[src/rtl/ocd_pkg.sv]
package ocd_pkg;

  typedef enum logic [1:0] {
    CM_IDLE   = 2'd0,
    CM_DRV_HI = 2'd1,
    CM_DRV_LO = 2'd2,
    CM_ADJ    = 2'd3
  } cal_mode_e;

  typedef enum logic [1:0] {
    SO_HOLD = 2'd0,
    SO_UP   = 2'd1,
    SO_DOWN = 2'd2
  } step_op_e;

  localparam logic [2:0] FLD_EXIT   = 3'b000;
  localparam logic [2:0] FLD_DRV_HI = 3'b001;
  localparam logic [2:0] FLD_DRV_LO = 3'b010;
  localparam logic [2:0] FLD_ADJ    = 3'b100;
  localparam logic [2:0] FLD_DFLT   = 3'b111;

  // Two beats of the code select one step operation; 11 is a hold.
  function automatic step_op_e pair_to_op(input logic [1:0] pair);
    case (pair)
      2'b01:   return SO_UP;
      2'b10:   return SO_DOWN;
      default: return SO_HOLD;
    endcase
  endfunction

endpackage

[src/rtl/ocd_mode_dec.sv]
module ocd_mode_dec
  import ocd_pkg::*;
(
  input  logic      clk,
  input  logic      rst_n,
  input  logic      wr,
  input  logic [2:0] field,
  input  logic      rdqs_in,
  input  logic      half,
  input  logic      bl4,
  output cal_mode_e mode,
  output logic      rdqs_en_q,
  output logic      err_q,
  output logic      na_q,
  output logic      dflt_load,
  output logic      adj_reject
);

  logic wr_exit, wr_hi, wr_lo, wr_adj, wr_dflt;

  assign wr_exit    = wr && (field == FLD_EXIT);
  assign wr_hi      = wr && (field == FLD_DRV_HI);
  assign wr_lo      = wr && (field == FLD_DRV_LO);
  assign wr_adj     = wr && (field == FLD_ADJ);
  assign wr_dflt    = wr && (field == FLD_DFLT);
  assign adj_reject = wr_adj && !bl4;
  assign dflt_load  = wr_dflt && !half;

  always_ff @(posedge clk) begin
    if (!rst_n) begin
      mode      <= CM_IDLE;
      rdqs_en_q <= 1'b0;
      err_q     <= 1'b0;
      na_q      <= 1'b0;
    end else begin
      if (wr) rdqs_en_q <= rdqs_in;
      if (wr_exit || wr_dflt)  mode <= CM_IDLE;
      else if (wr_hi)          mode <= CM_DRV_HI;
      else if (wr_lo)          mode <= CM_DRV_LO;
      else if (wr_adj && bl4)  mode <= CM_ADJ;
      if (adj_reject) err_q <= 1'b1;
      if (wr_dflt)    na_q  <= half;
    end
  end

endmodule

[src/rtl/ocd_code_cap.sv]
module ocd_code_cap #(
  parameter int BEATS = 4,
  localparam int CW = $clog2(BEATS)
) (
  input  logic             clk,
  input  logic             rst_n,
  input  logic             arm,
  input  logic             beat_vld,
  input  logic             beat_bit,
  output logic             code_vld,
  output logic [BEATS-1:0] code
);

  localparam logic [CW-1:0] LAST = CW'(BEATS - 1);

  logic [CW-1:0]    cnt;
  logic [BEATS-2:0] sh;
  logic             take;

  assign take = arm && beat_vld;

  always_ff @(posedge clk) begin
    if (!rst_n) begin
      cnt      <= '0;
      sh       <= '0;
      code     <= '0;
      code_vld <= 1'b0;
    end else begin
      code_vld <= 1'b0;
      if (!arm) begin
        cnt <= '0;
      end else if (take) begin
        sh <= {sh[BEATS-3:0], beat_bit};
        if (cnt == LAST) begin
          cnt      <= '0;
          code     <= {sh, beat_bit};
          code_vld <= 1'b1;
        end else begin
          cnt <= cnt + 1'b1;
        end
      end
    end
  end

endmodule

[src/rtl/ocd_step_ctr.sv]
module ocd_step_ctr #(
  parameter int STEPS = 8,
  parameter int DFLT  = 4,
  localparam int SW = $clog2(STEPS)
) (
  input  logic          clk,
  input  logic          rst_n,
  input  logic          load,
  input  logic          inc,
  input  logic          dec,
  output logic [SW-1:0] step
);

  localparam logic [SW-1:0] TOP  = SW'(STEPS - 1);
  localparam logic [SW-1:0] INIT = SW'(DFLT);

  function automatic logic [SW-1:0] sat_next(input logic [SW-1:0] cur,
                                             input logic up, input logic dn);
    if (up && cur != TOP)      return cur + 1'b1;
    else if (dn && cur != '0)  return cur - 1'b1;
    else                       return cur;
  endfunction

  always_ff @(posedge clk) begin
    if (!rst_n)     step <= INIT;
    else if (load)  step <= INIT;
    else            step <= sat_next(step, inc, dec);
  end

endmodule

[src/rtl/ocd_pin_force.sv]
module ocd_pin_force
  import ocd_pkg::*;
#(
  parameter int DQ_W  = 16,
  parameter int DQS_W = 2
) (
  input  cal_mode_e        mode,
  input  logic             rdqs_en,
  output logic [DQ_W-1:0]  dq_oe,
  output logic [DQ_W-1:0]  dq_lvl,
  output logic [DQS_W-1:0] dqs_oe,
  output logic [DQS_W-1:0] dqs_lvl,
  output logic [DQS_W-1:0] dqsn_lvl,
  output logic [DQS_W-1:0] rdqs_oe,
  output logic [DQS_W-1:0] rdqs_lvl
);

  logic drive, hi;

  assign hi    = (mode == CM_DRV_HI);
  assign drive = hi || (mode == CM_DRV_LO);

  for (genvar i = 0; i < DQ_W; i++) begin : g_dq
    assign dq_oe[i]  = drive;
    assign dq_lvl[i] = drive && hi;
  end

  for (genvar s = 0; s < DQS_W; s++) begin : g_dqs
    assign dqs_oe[s]   = drive;
    assign dqs_lvl[s]  = drive && hi;
    assign dqsn_lvl[s] = drive && !hi;
    assign rdqs_oe[s]  = drive && rdqs_en;
    assign rdqs_lvl[s] = drive && rdqs_en && hi;
  end

endmodule

[src/rtl/ocd_drv_cal.sv]
module ocd_drv_cal
  import ocd_pkg::*;
#(
  parameter int DQ_W      = 16,
  parameter int DQS_W     = 2,
  parameter int STEPS     = 8,
  parameter int DFLT_STEP = 4,
  localparam int STEP_W   = $clog2(STEPS)
) (
  input  logic              clk,
  input  logic              rst_n,
  input  logic              emr_wr,
  input  logic [2:0]        cal_field,
  input  logic              rdqs_en_in,
  input  logic              half_in,
  input  logic              bl4_in,
  input  logic              beat_vld,
  input  logic              beat_bit,
  output logic [DQ_W-1:0]   dq_oe,
  output logic [DQ_W-1:0]   dq_lvl,
  output logic [DQS_W-1:0]  dqs_oe,
  output logic [DQS_W-1:0]  dqs_lvl,
  output logic [DQS_W-1:0]  dqsn_lvl,
  output logic [DQS_W-1:0]  rdqs_oe,
  output logic [DQS_W-1:0]  rdqs_lvl,
  output logic [STEP_W-1:0] pu_step,
  output logic [STEP_W-1:0] pd_step,
  output logic              adj_active,
  output logic              bl_err,
  output logic              dflt_na
);

  localparam int BEATS = 4;
  localparam int NCTR  = 2;

  cal_mode_e        mode;
  logic             rdqs_en_q;
  logic             dflt_load;
  logic             adj_reject;
  logic             code_vld;
  logic [BEATS-1:0] code;
  step_op_e         pu_op, pd_op;
  logic             pu_inc, pu_dec, pd_inc, pd_dec;
  logic [NCTR-1:0]  inc_v, dec_v;
  logic [STEP_W-1:0] step_v [NCTR];

  ocd_mode_dec u_dec (
    .clk(clk), .rst_n(rst_n), .wr(emr_wr), .field(cal_field),
    .rdqs_in(rdqs_en_in), .half(half_in), .bl4(bl4_in),
    .mode(mode), .rdqs_en_q(rdqs_en_q), .err_q(bl_err), .na_q(dflt_na),
    .dflt_load(dflt_load), .adj_reject(adj_reject)
  );

  assign adj_active = (mode == CM_ADJ);

  ocd_code_cap #(.BEATS(BEATS)) u_cap (
    .clk(clk), .rst_n(rst_n), .arm(adj_active), .beat_vld(beat_vld),
    .beat_bit(beat_bit), .code_vld(code_vld), .code(code)
  );

  // Pull-up pair is the first two beats, pull-down the last two.
  assign pu_op  = pair_to_op(code[3:2]);
  assign pd_op  = pair_to_op(code[1:0]);
  assign pu_inc = code_vld && (pu_op == SO_UP);
  assign pu_dec = code_vld && (pu_op == SO_DOWN);
  assign pd_inc = code_vld && (pd_op == SO_UP);
  assign pd_dec = code_vld && (pd_op == SO_DOWN);
  assign inc_v  = {pd_inc, pu_inc};
  assign dec_v  = {pd_dec, pu_dec};

  for (genvar g = 0; g < NCTR; g++) begin : g_ctr
    ocd_step_ctr #(.STEPS(STEPS), .DFLT(DFLT_STEP)) u_ctr (
      .clk(clk), .rst_n(rst_n), .load(dflt_load),
      .inc(inc_v[g]), .dec(dec_v[g]), .step(step_v[g])
    );
  end

  assign pu_step = step_v[0];
  assign pd_step = step_v[1];

  ocd_pin_force #(.DQ_W(DQ_W), .DQS_W(DQS_W)) u_pins (
    .mode(mode), .rdqs_en(rdqs_en_q),
    .dq_oe(dq_oe), .dq_lvl(dq_lvl), .dqs_oe(dqs_oe), .dqs_lvl(dqs_lvl),
    .dqsn_lvl(dqsn_lvl), .rdqs_oe(rdqs_oe), .rdqs_lvl(rdqs_lvl)
  );

endmodule

[config.mk]
export PLATFORM = sky130hd
export DESIGN_NAME = ocd_drv_cal
export DESIGN_NICKNAME = d
export VERILOG_FILES = /design/src/rtl/ocd_pkg.sv /design/src/rtl/ocd_mode_dec.sv /design/src/rtl/ocd_code_cap.sv /design/src/rtl/ocd_step_ctr.sv /design/src/rtl/ocd_pin_force.sv /design/src/rtl/ocd_drv_cal.sv
export SDC_FILE = /design/constraint.sdc
export NUM_CORES = 1
export LEC_CHECK = 0
export BUFFER_PORTS_ARGS = -buffer_cell sky130_fd_sc_hd__buf_2
export CORE_MARGIN = 2
export CORE_UTILIZATION = 50
export CTS_CLUSTER_DIAMETER = 80
export DETAILED_ROUTE_END_ITERATION = 12
export GPL_TIMING_DRIVEN = 0
export PLACE_DENSITY = 0.85
export RECOVER_POWER = 50
export SLEW_MARGIN = 0
export SYNTH_ARGS = -nofsm -noshare
export SYNTH_HDL_FRONTEND = slang
export SYNTH_SLANG_ARGS = --single-unit
[constraint.sdc]
create_clock -name clk -period 3.5 [get_ports clk]
set_clock_uncertainty 0.1 [all_clocks]
set_input_delay 0.35 -clock clk [delete_from_list [all_inputs] [get_ports clk]]
set_output_delay 0.35 -clock clk [all_outputs]
set_load 0.005 [all_outputs]
# Yosys cells after proc, flatten, opt, wreduce, memory -nomap -nowiden
# Index checks and enable logic that the tools add are counted.
# totals
in_bits,11
word_cells,86
regBits,21
output_inout_bits,51
# classes
n_bitwise,1
n_addsub,5
n_eq_ne,18
n_reduce_logical,40
muxes,11
# op_table
cell,count
$logic_and A1 B1 Y1,21
$eq A2 B2 Y1 const B,7
$mux W3,4
$eq A2 B1 Y1 const B,5
$reduce_bool A3 Y1,3
$pmux W2 S2,2
$add A3 B1 Y3 const B,2
$eq A3 B3 Y1 const B,2
$mux W2,3
$ne A3 B3 Y1 const B,2
$reduce_and A3 Y1,2
$reduce_bool A2 Y1,3
$sub A3 B1 Y3 const B,2
$reduce_and A2 Y1,2
$reduce_or A2 Y1,2
$eq A3 B1 Y1 const B,1
$eq A3 B2 Y1 const B,1
$logic_not A1 Y1,3
$logic_not A3 Y1,1
$reduce_or A3 Y1,1
$add A2 B1 Y2 const B,1
$logic_or A1 B1 Y1,2
$mux W1,2
$not A1 Y1,1

# Longest topological paths before layout
# Gate-level depths: netlist of the first run.
# depth
word_depth,7
ltp_mapped,6
mapped_depth_nobuf,6

# Cells and area by module
# A second synthesis of the first run with hierarchy kept.
# hier_totals
cells_unflattened,192
area_unflattened_um2,1604.0
# by_module_without_submodules
module,n_inst,cells_each,area_each_um2
ocd_step_ctr,2,35,266.5
ocd_code_cap,1,45,439.2
ocd_pin_force,1,46,349.1
ocd_mode_dec,1,26,241.5
ocd_drv_cal,1,5,41.3

# Worst setup path after synthesis of the first run
# OpenSTA, ideal clock, no wires.
# synth_path
kind,register -> register
startpoint,register u_cap.code[3]
endpoint,register g_ctr[0].u_ctr.step[2]
arrival_ps,1570
setup_time_ps,119
setup_slack_ps,1710
t_required_ps,3281
stages_incl_launch_ff,7
path_cell_list,dfxtp_1 and3b_1 nand2_1 fa_1 or3_1 a21boi_0 o21ai_1
# synth_between
elab_chain_cells,6
# synth_rtl
item,line_no,rtl
start: declaration,ocd_code_cap.sv:11,output logic [BEATS-1:0] code
start signal: assignment,ocd_code_cap.sv:36,"code <= {sh, beat_bit};"
$eq A2 B2 Y1 or $eq A2 B1 Y1 (tied branches),ocd_pkg.sv:24,case (pair)
$pmux W2 S2 *,ocd_pkg.sv:24,
$eq A2 B1 Y1 or $eq A2 B2 Y1 (tied branches),"ocd_drv_cal.sv:64, ocd_drv_cal.sv:65",
"$logic_and A1 B1 Y1, on equally long branches","ocd_drv_cal.sv:64, ocd_drv_cal.sv:65",
"$logic_and A1 B1 Y1, on equally long branches","ocd_step_ctr.sv:19, ocd_step_ctr.sv:20",
$mux W3 or $reduce_bool A2 Y1 (tied branches),-,
end signal: assignment,ocd_step_ctr.sv:27,"else step <= sat_next(step, inc, dec);"
end: declaration,ocd_step_ctr.sv:11,output logic [SW-1:0] step
# Mark *: on every way between the ends. The rest lies on a longest branch, timed or not.
# A chain may end at the register's enable or synchronous reset.

# Final worst setup path of the first run
# layout_path
startpoint,register u_dec.mode[0]
endpoint,output port dqs_oe[1]
# layout_between
elab_chain_cells,2
# layout_rtl
item,line_no,rtl
start: declaration,ocd_mode_dec.sv:11,"output cal_mode_e mode,"
start signal: assignment,ocd_mode_dec.sv:31,mode <= CM_IDLE;
start signal: assignment,ocd_mode_dec.sv:37,if (wr_exit || wr_dflt) mode <= CM_IDLE;
start signal: assignment,ocd_mode_dec.sv:38,else if (wr_hi) mode <= CM_DRV_HI;
$eq A2 B1 Y1 or $eq A2 B2 Y1 (tied branches),"ocd_pin_force.sv:20, ocd_pin_force.sv:21",
$logic_or A1 B1 Y1 *,ocd_pin_force.sv:21,assign drive = hi || (mode == CM_DRV_LO);
end: declaration,ocd_drv_cal.sv:21,"output logic [DQS_W-1:0] dqs_oe,"
# Marks and branches as above.

==> results of run 1 <==
## logic make-up (layout without fill, tap and decap cells)
kind of cell | count (synthesis) | after routing | share of synthesized area
buffers and inverters | 47 | 110 | 0.2422
multiplexers | 9 | 9 | 0.06812
flip-flops | 21 | 21 | 0.3179
adder cells (fa/ha/maj) | 7 | 7 | 0.07758
AO/OA/AOI/OAI | 18 | 18 | 0.09082
XOR/XNOR | 2 | 2 | 0.01325
AND/OR/NAND/NOR | 49 | 49 | 0.1902
## metrics by stage
stage	area (µm²)	hold slack (ns)	instances	setup slack [ns]
2_1_floorplan	1323	0.3357	153	1.710
3_3_place_gp	1655	0.3472	242	1.643
3_5_place_dp	1655	0.3490	242	1.595
4_1_cts	1683	0.1725	246	1.284
5_1_grt	1675	0.1903	246	1.099
6_report	1675	0.1769	246	1.319
## worst min-delay path, stage by stage
cell and delay, ns:
sky130_fd_sc_hd__buf_2 0.08, sky130_fd_sc_hd__mux2i_1 0.06, sky130_fd_sc_hd__nor2_1 0.07
## state kept, by name, summed over array words and instances (netlist names)
signal	count
u_dec.rdqs_en_q	1
u_cap.sh	3
u_dec.err_q	1
u_dec.na_q	1
u_cap.code	4
u_dec.mode	2
u_cap.code_vld	1
u_cap.cnt	2
g_ctr.u_ctr.step	6
## area by class of cell
type	count	area (µm²)
fill	223	824.5
multi-input combinational	85	581.8
sequential	21	420.4
buffer	41	297.8
timing repair buffer	59	287.8
tap	30	37.54
clock buffer	3	22.52
inverter	6	22.52
clock inverter	1	5.005
## power by group through the flow
stage / Clock [mW] / Sequential [mW] / Combinational, mW
final: 0.117 / 0.243 / 0.111
after floorplan: 0 / 0.248 / 0.0699
after global placement: 0 / 0.249 / 0.111
after detailed placement: 0 / 0.249 / 0.113
after global routing: 0.130 / 0.244 / 0.122
after CTS: 0.122 / 0.244 / 0.113
## worst paths after layout
check                      endpoint  slack [ns]  depth (start not counted)
max                       dqs_oe[1]        1.32                          5
min                 u_dec.rdqs_en_q        0.18                          3
max reg2reg  g_ctr[1].u_ctr.step[2]        1.56                          6
min reg2reg             u_cap.sh[2]        0.36                          2
## cell usage in the layout (no fill, tap or decap)
master | synthesis | final
sky130_fd_sc_hd__buf_2 | 1 | 54
sky130_fd_sc_hd__buf_4 | 38 | 36
sky130_fd_sc_hd__dfxtp_1 | 21 | 21
sky130_fd_sc_hd__nor2_1 | 15 | 15
sky130_fd_sc_hd__mux2i_1 | 9 | 9
sky130_fd_sc_hd__nand3_1 | 8 | 8
sky130_fd_sc_hd__nand2_1 | 8 | 8
sky130_fd_sc_hd__clkbuf_1 | 2 | 8
sky130_fd_sc_hd__inv_1 | 6 | 6
sky130_fd_sc_hd__nand3b_1 | 5 | 5
sky130_fd_sc_hd__ha_1 | 5 | 5
sky130_fd_sc_hd__clkbuf_4 | 0 | 5
sky130_fd_sc_hd__and3b_1 | 4 | 4
sky130_fd_sc_hd__o21ai_0 | 2 | 4
sky130_fd_sc_hd__nor3_1 | 3 | 3
sky130_fd_sc_hd__a21oi_1 | 3 | 3
sky130_fd_sc_hd__o2bb2ai_1 | 2 | 2
sky130_fd_sc_hd__xnor2_1 | 2 | 2
sky130_fd_sc_hd__a31oi_1 | 2 | 2
sky130_fd_sc_hd__o21bai_1 | 2 | 2
sky130_fd_sc_hd__or3_1 | 2 | 2
sky130_fd_sc_hd__a21boi_0 | 2 | 2
sky130_fd_sc_hd__fa_1 | 2 | 2
sky130_fd_sc_hd__nor2b_1 | 1 | 1
sky130_fd_sc_hd__and2_0 | 0 | 1
sky130_fd_sc_hd__and3_1 | 1 | 1
sky130_fd_sc_hd__a41oi_1 | 1 | 1
sky130_fd_sc_hd__a221oi_1 | 1 | 1
sky130_fd_sc_hd__a211oi_1 | 1 | 1
sky130_fd_sc_hd__and2_1 | 2 | 1
sky130_fd_sc_hd__clkinv_2 | 0 | 1
## routing by layer
| metal | vias to the layer above | global-route usage | routed length (µm) |
|---|---|---|---|
| met5 | - | 0 | 0 |
| met4 | 0 | 0.06620 | 10 |
| met3 | 2 | 0.06323 | 216 |
| met2 | 42 | 0.2619 | 1141 |
| met1 | 499 | 0.1939 | 1118 |
| li1 | 608 | - | - |
==> results.txt, run 1 <==
total clock sinks - 21
net load switching power - 0.1202 mW
number of enable flip-flop cells after synthesis - 0
cells taking the most area after synthesis - sky130_fd_sc_hd__dfxtp_1 32%, sky130_fd_sc_hd__buf_4 22%, sky130_fd_sc_hd__mux2i_1 6.8%
origin of the worst setup path - u_dec.mode[0]
outcome - finished, final reports clean
maximum fanout count along the critical path - 18
library cells used by synthesis - 29
num rows - 18
total internal power - 0.3513 mW
final period utilization - 0.6231
Cell Pwr Density - 281.5 nW/µm²
quantity of gates resized following cts - 0
post-layout min period - 2.181 ns
net count of the finished layout - 235
count of buffers added by post-CTS timing repair for setup - 0
clock-pin slew on the worst setup and hold paths - 0.12 ns
floorplan die width - 55.43 µm
Area growth, synth to finish - 26.68%
vias in the first global route - 964
total detailed-routing wirelength - 2.486 mm
post-synthesis instance area - 1323 µm²
total DRC errors in the routed layout - 0
sequence of cells on the critical path - inv_1 > ha_1 > inv_1 > buf_4 > buf_2
RSZ-0062 raised after global routing - false
maximum clock rate - 0.4586 GHz
warning count from the yosys run - 0
Tot Pwr - 0.4716 mW
proportion of synthesized chip area in sequential cells - 0.3179
max_slew headroom - 0.6400
count of pins over their slew limit - 0
sw frac - 0.2549
remaining global-route overflow - 0
Synth async-reset ratio - 0
cell leakage power - 0.9275 nW
worst endpoint data arrival time - 1.73 ns
Die H - 55.43 µm
Inserted Clock Buffers - 3
critical path type - reg -> out
post-synthesis sequential element count - 21
CTS tree - done
combinational group share of total power - 0.235
weighted congestion at the end of routability-driven global placement - 0.7887
Clock Power Share - 0.249
Final Hold Vio Count - 0
Max-cap violations - 0
FF-to-FF Start - u_cap.code[1]
Initial DRT Pass Iterations - 4
power share of the sequential group - 0.516
number of instances in the synthesized netlist - 153
worst endpoint required time - 3.05 ns
CP top delay family - buffers and inverters
Final setup violation count - 0
Initial Utilization - 0.5290
Yosys top cell by area - sky130_fd_sc_hd__dfxtp_1
Max Root-Sink Buffers - 2
vias after detailed routing - 1,151
type of origin of the critical path - flip-flop
delay of the slowest cell on the worst path - 0.42 ns
die footprint - 3072 µm²
kind of path behind the tightest hold check - in -> reg
number of nets with antenna violations after detailed routing - 0
type of destination of the critical path - primary output
IR Drop Worst-Case VDD - 0.0002795 V
antenna violations before repair - 0
first-pass GRT wire length - 4.105 mm
Synth top cells by count - 38 x sky130_fd_sc_hd__buf_4, 21 x sky130_fd_sc_hd__dfxtp_1, 15 x sky130_fd_sc_hd__nor2_1
Post-Synthesis Net Count - 171
mean number of vias per cell - 4.679
crit path buf inv count - 4
startpoint of the most critical hold path - rdqs_en_in
count of H-tree levels built during CTS - 1
number of diodes - 0
fraction of final layout cells with drive strength greater than 1 - 0.4444
detailed-route wire length per cell - 10.11 µm
Final TNS setup - 0 ns
utilization of the core after routing - 0.6702
maximum number of pins on one net before global-route repair - 19
core region area - 2500 µm²
clock root buffer - sky130_fd_sc_hd__clkbuf_4
Hold-fix buffers, CTS - 0
Iter 0 DRT Violations - 16
most used flip-flop cell after synthesis - sky130_fd_sc_hd__dfxtp_1
slowest library cell on the worst path - sky130_fd_sc_hd__dfxtp_1
Port Buffers - 59
per-instance average area after synthesis - 8.644 µm²
total global-route track usage - 0.1629
cell with the most instances after synthesis - sky130_fd_sc_hd__buf_4
cell type with the highest occurrence count on the critical path - sky130_fd_sc_hd__inv_1
clock insertion delay at the later pin of the skew report - 0.30 ns
Post-DP HPWL - 2.017 mm
share of the synthesized area in the top cell type - 0.3179
actual slew at the worst max-slew pin - 0.5401 ns
top-level port count - 62
No activity file was read; power rests on OpenSTA's default activity.
==> run 2, diff against run 1 <==
--- a/config.mk
+++ b/config.mk
@@ -7,11 +7,11 @@
 export LEC_CHECK = 0
 export BUFFER_PORTS_ARGS = -buffer_cell sky130_fd_sc_hd__buf_2
 export CORE_MARGIN = 2
-export CORE_UTILIZATION = 50
+export CORE_UTILIZATION = 46
 export CTS_CLUSTER_DIAMETER = 80
 export DETAILED_ROUTE_END_ITERATION = 12
 export GPL_TIMING_DRIVEN = 0
-export PLACE_DENSITY = 0.85
+export PLACE_DENSITY = 0.79
 export RECOVER_POWER = 50
 export SLEW_MARGIN = 0
 export SYNTH_ARGS = -nofsm -noshare
==> constraint.sdc (replaced) <==
create_clock -name clk -period 2.2 [get_ports clk]
set_clock_uncertainty 0.1 [all_clocks]
set_input_delay 0.22 -clock clk [delete_from_list [all_inputs] [get_ports clk]]
set_output_delay 0.22 -clock clk [all_outputs]
set_load 0.005 [all_outputs]
==> run 2 against run 1 <==
Against the previous run:
- die area grew 8.1%
- critical path type unchanged
- largest cell class unchanged
- non-clock buffer count is 1 higher
- core utilization shrank 4.8 points
==> results.txt, run 2 (synthesized netlist as in run 1, its figures left out) <==
outcome - finished, final reports clean
total DRC errors in the routed layout - 0 (unchanged)
total global-route track usage - 0.1560 (-0.006914)
number of fill cells - 244 (+9.4%)
num rows - 19 (+1)
fraction of final layout cells with drive strength greater than 1 - 0.4516 (+0.007168)
net count of the finished layout - 236 (+0.43%)
cell count of the worst reg-to-reg path - 6 (unchanged)
detailed-route wire length per cell - 10.53 µm (+4.2%)
Initial Utilization - 0.4838 (-0.04528)
floorplan die width - 57.62 µm (+4.0%)
worst endpoint data arrival time - 1.65 ns (-0.08 ns)
power share of the sequential group - 0.507 (-0.009)
FF-to-FF Start - u_cap.code_vld
flop2flop setup slack - 0.29 ns (-1.27 ns)
number of flip-flops in the largest register - 6 (unchanged)
final period utilization - 0.8941
origin of the worst setup path - u_dec.mode[0]
leading registers by flop count - g_ctr.u_ctr.step x6, u_cap.code x4, u_cap.sh x3
remaining global-route overflow - 0 (unchanged)
critical path type - reg -> out
Clock Power Share - 0.246 (-0.003)
pre-CTS setup slack - 0.2963 ns (-1.298 ns)
Initial DRT Pass Iterations - 6 (+2)
Post-Route Hold Slack - 0.05245 ns (-0.1244 ns)
core region area - 2734 µm² (+9.4%)
Final setup violation count - 0 (unchanged)
combinational group share of total power - 0.247 (+0.012)
total clock sinks - 21 (unchanged)
Max-cap violations - 0 (unchanged)
clock insertion delay at the later pin of the skew report - 0.31 ns (about the same)
Cell Pwr Density - 449.2 nW/µm² (+60%)
RSZ-0062 raised after global routing - false
weighted congestion at the end of routability-driven global placement - 0.7323 (-7.2%)
CP top delay family - buffers and inverters
sw frac - 0.2587 (+0.003759)
total internal power - 0.5663 mW (+61%)
Port Buffers - 59 (unchanged)
kind of path behind the tightest hold check - in -> reg
net load switching power - 0.1976 mW (+64%)
top library cells by usage in the layout, fill and taps aside - 53 x sky130_fd_sc_hd__buf_2, 35 x sky130_fd_sc_hd__buf_4, 21 x sky130_fd_sc_hd__dfxtp_1, 15 x sky130_fd_sc_hd__nor2_1, 9 x sky130_fd_sc_hd__mux2i_1
most common library cell in the layout ignoring fill and taps - sky130_fd_sc_hd__buf_2
Max Root-Sink Buffers - 2 (unchanged)
area used by multi-input combinational logic - 581.8 µm² (unchanged)
clock root buffer - sky130_fd_sc_hd__clkbuf_4
total detailed-routing wirelength - 2.612 mm (+5.1%)
Inserted Clock Buffers - 3 (unchanged)
Hold-fix buffers, CTS - 0 (unchanged)
Storage cell area - 420.4 µm² (unchanged)
Area growth, synth to finish - 28.57%
number of diodes - 0 (unchanged)
antenna violations before repair - 0 (unchanged)
Worst setup endpoint - dq_oe[4]
clock-pin slew on the worst setup and hold paths - 0.12 ns (about the same)
vias in the first global route - 965 (+0.10%)
CTS tree - done
count of pins over their slew limit - 0 (unchanged)
Post-DP HPWL - 2.107 mm (+4.5%)
register bank with the most flops - g_ctr.u_ctr.step
count of cell instances traversed by the critical path - 6 (+1)
capturing point of the worst reg2reg path - g_ctr[0].u_ctr.step[2]
final worst slack - 0.2329 ns (-1.086 ns)
Final Hold Vio Count - 0 (unchanged)
mean number of vias per cell - 4.629 (-1.1%)
worst endpoint required time - 1.88 ns (-1.17 ns)
type of destination of the critical path - primary output
delay of the slowest cell on the worst path - 0.43 ns (about the same)
top-level port count - 62 (unchanged)
maximum clock rate - 0.5084 GHz
Iter 0 DRT Violations - 31 (+15)
first-pass GRT wire length - 4.153 mm (+1.2%)
type of origin of the critical path - flip-flop
maximum fanout count along the critical path - 18 (unchanged)
IR Drop Worst-Case VDD - 0.0003925 V (+40%)
Tot Pwr - 0.7639 mW (+62%)
cell leakage power - 0.9209 nW (-0.71%)
count of H-tree levels built during CTS - 1 (unchanged)
post-route cell area - 1700 µm² (+1.5%)
Final TNS setup - 0 ns (unchanged)
maximum number of pins on one net before global-route repair - 19 (unchanged)
post-layout min period - 1.967 ns
actual slew at the worst max-slew pin - 0.5669 ns (+0.02683 ns)
number of nets with antenna violations after detailed routing - 0 (unchanged)
cell area reported after detailed placement - 1657 µm² (about the same)
max_slew headroom - 0.6221 (-0.01789)
die footprint - 3320 µm² (+8.1%)
vias after detailed routing - 1,148 (-0.26%)
slowest library cell on the worst path - sky130_fd_sc_hd__dfxtp_1
crit path buf inv count - 5 (+1)
Die H - 57.62 µm (+4.0%)
sequence of cells on the critical path - inv_1 > ha_1 > clkinvlp_4 > buf_12 > buf_4 > buf_2
run 2: cell types whose count changed in the layout (fill, tap and decap cells not counted), sizes merged:
cell and delta:
clkbuf +2, buf -1, clkinvlp +1, inv -1
run 2: metrics by stage:
step | util | std cells
6_report | 0.6220 | 248
5_1_grt | 0.6220 | 248
4_1_cts | 0.6160 | 247
3_5_place_dp | 0.6060 | 243
3_3_place_gp | 0.6060 | 243
2_1_floorplan | - | 153
run 2: worst min path at each step:
stage / slack (ns) / cells past startpoint / start / to
after floorplan: 0.26 / 2 / rst_n / u_cap.cnt[0]
after global placement: 0.34 / 2 / u_cap.sh[2] / u_cap.sh[2]
after detailed placement: 0.35 / 2 / u_cap.sh[2] / u_cap.sh[2]
after CTS: 0.05 / 3 / beat_bit / u_cap.code[0]
after global routing: 0.07 / 3 / beat_bit / u_cap.code[0]
final: 0.05 / 3 / rdqs_en_in / u_dec.rdqs_en_q
run 2: power by group through the flow:
stage / Clock [mW] / Combinational [mW] / Sequential, mW
finish: 0.188 / 0.188 / 0.388
global route: 0.207 / 0.205 / 0.389
CTS: 0.196 / 0.182 / 0.388
detailed placement: 0 / 0.181 / 0.396
global placement: 0 / 0.179 / 0.396
floorplan: 0 / 0.111 / 0.395
run 2: tightest hold or removal path: stages:
cell	delay (ns)
sky130_fd_sc_hd__buf_2	0.08
sky130_fd_sc_hd__mux2i_1	0.06
sky130_fd_sc_hd__nor2_1	0.07
run 2: what timing repair did:
item	4_1_cts	5_1_grt
hold endpoints to repair	0	0
resized for setup	0	1
setup buffers	0	1
setup endpoints to repair	0	18
run 2: area by class of cell:
| type | instances | share of cell area |
|---|---|---|
| Multi-Input combinational cell | 85 | 0.3422 |
| Sequential cell | 21 | 0.2472 |
| Timing Repair Buffer | 60 | 0.1810 |
| Buffer | 41 | 0.1751 |
| Tap cell | 31 | 0.02281 |
| Inverter | 6 | 0.01545 |
| Clock buffer | 3 | 0.01325 |
| Clock inverter | 1 | 0.002943 |
run 2: routing by layer:
| metal | up-vias | GRT usage | share of wire |
|---|---|---|---|
| li1 | 603 | - | - |
| met1 | 497 | 0.2202 | 0.48 |
| met2 | 44 | 0.2338 | 0.44 |
| met3 | 4 | 0.02679 | 0.072 |
| met4 | 0 | 0.06977 | 0.014 |
| met5 | - | 0 | 0 |
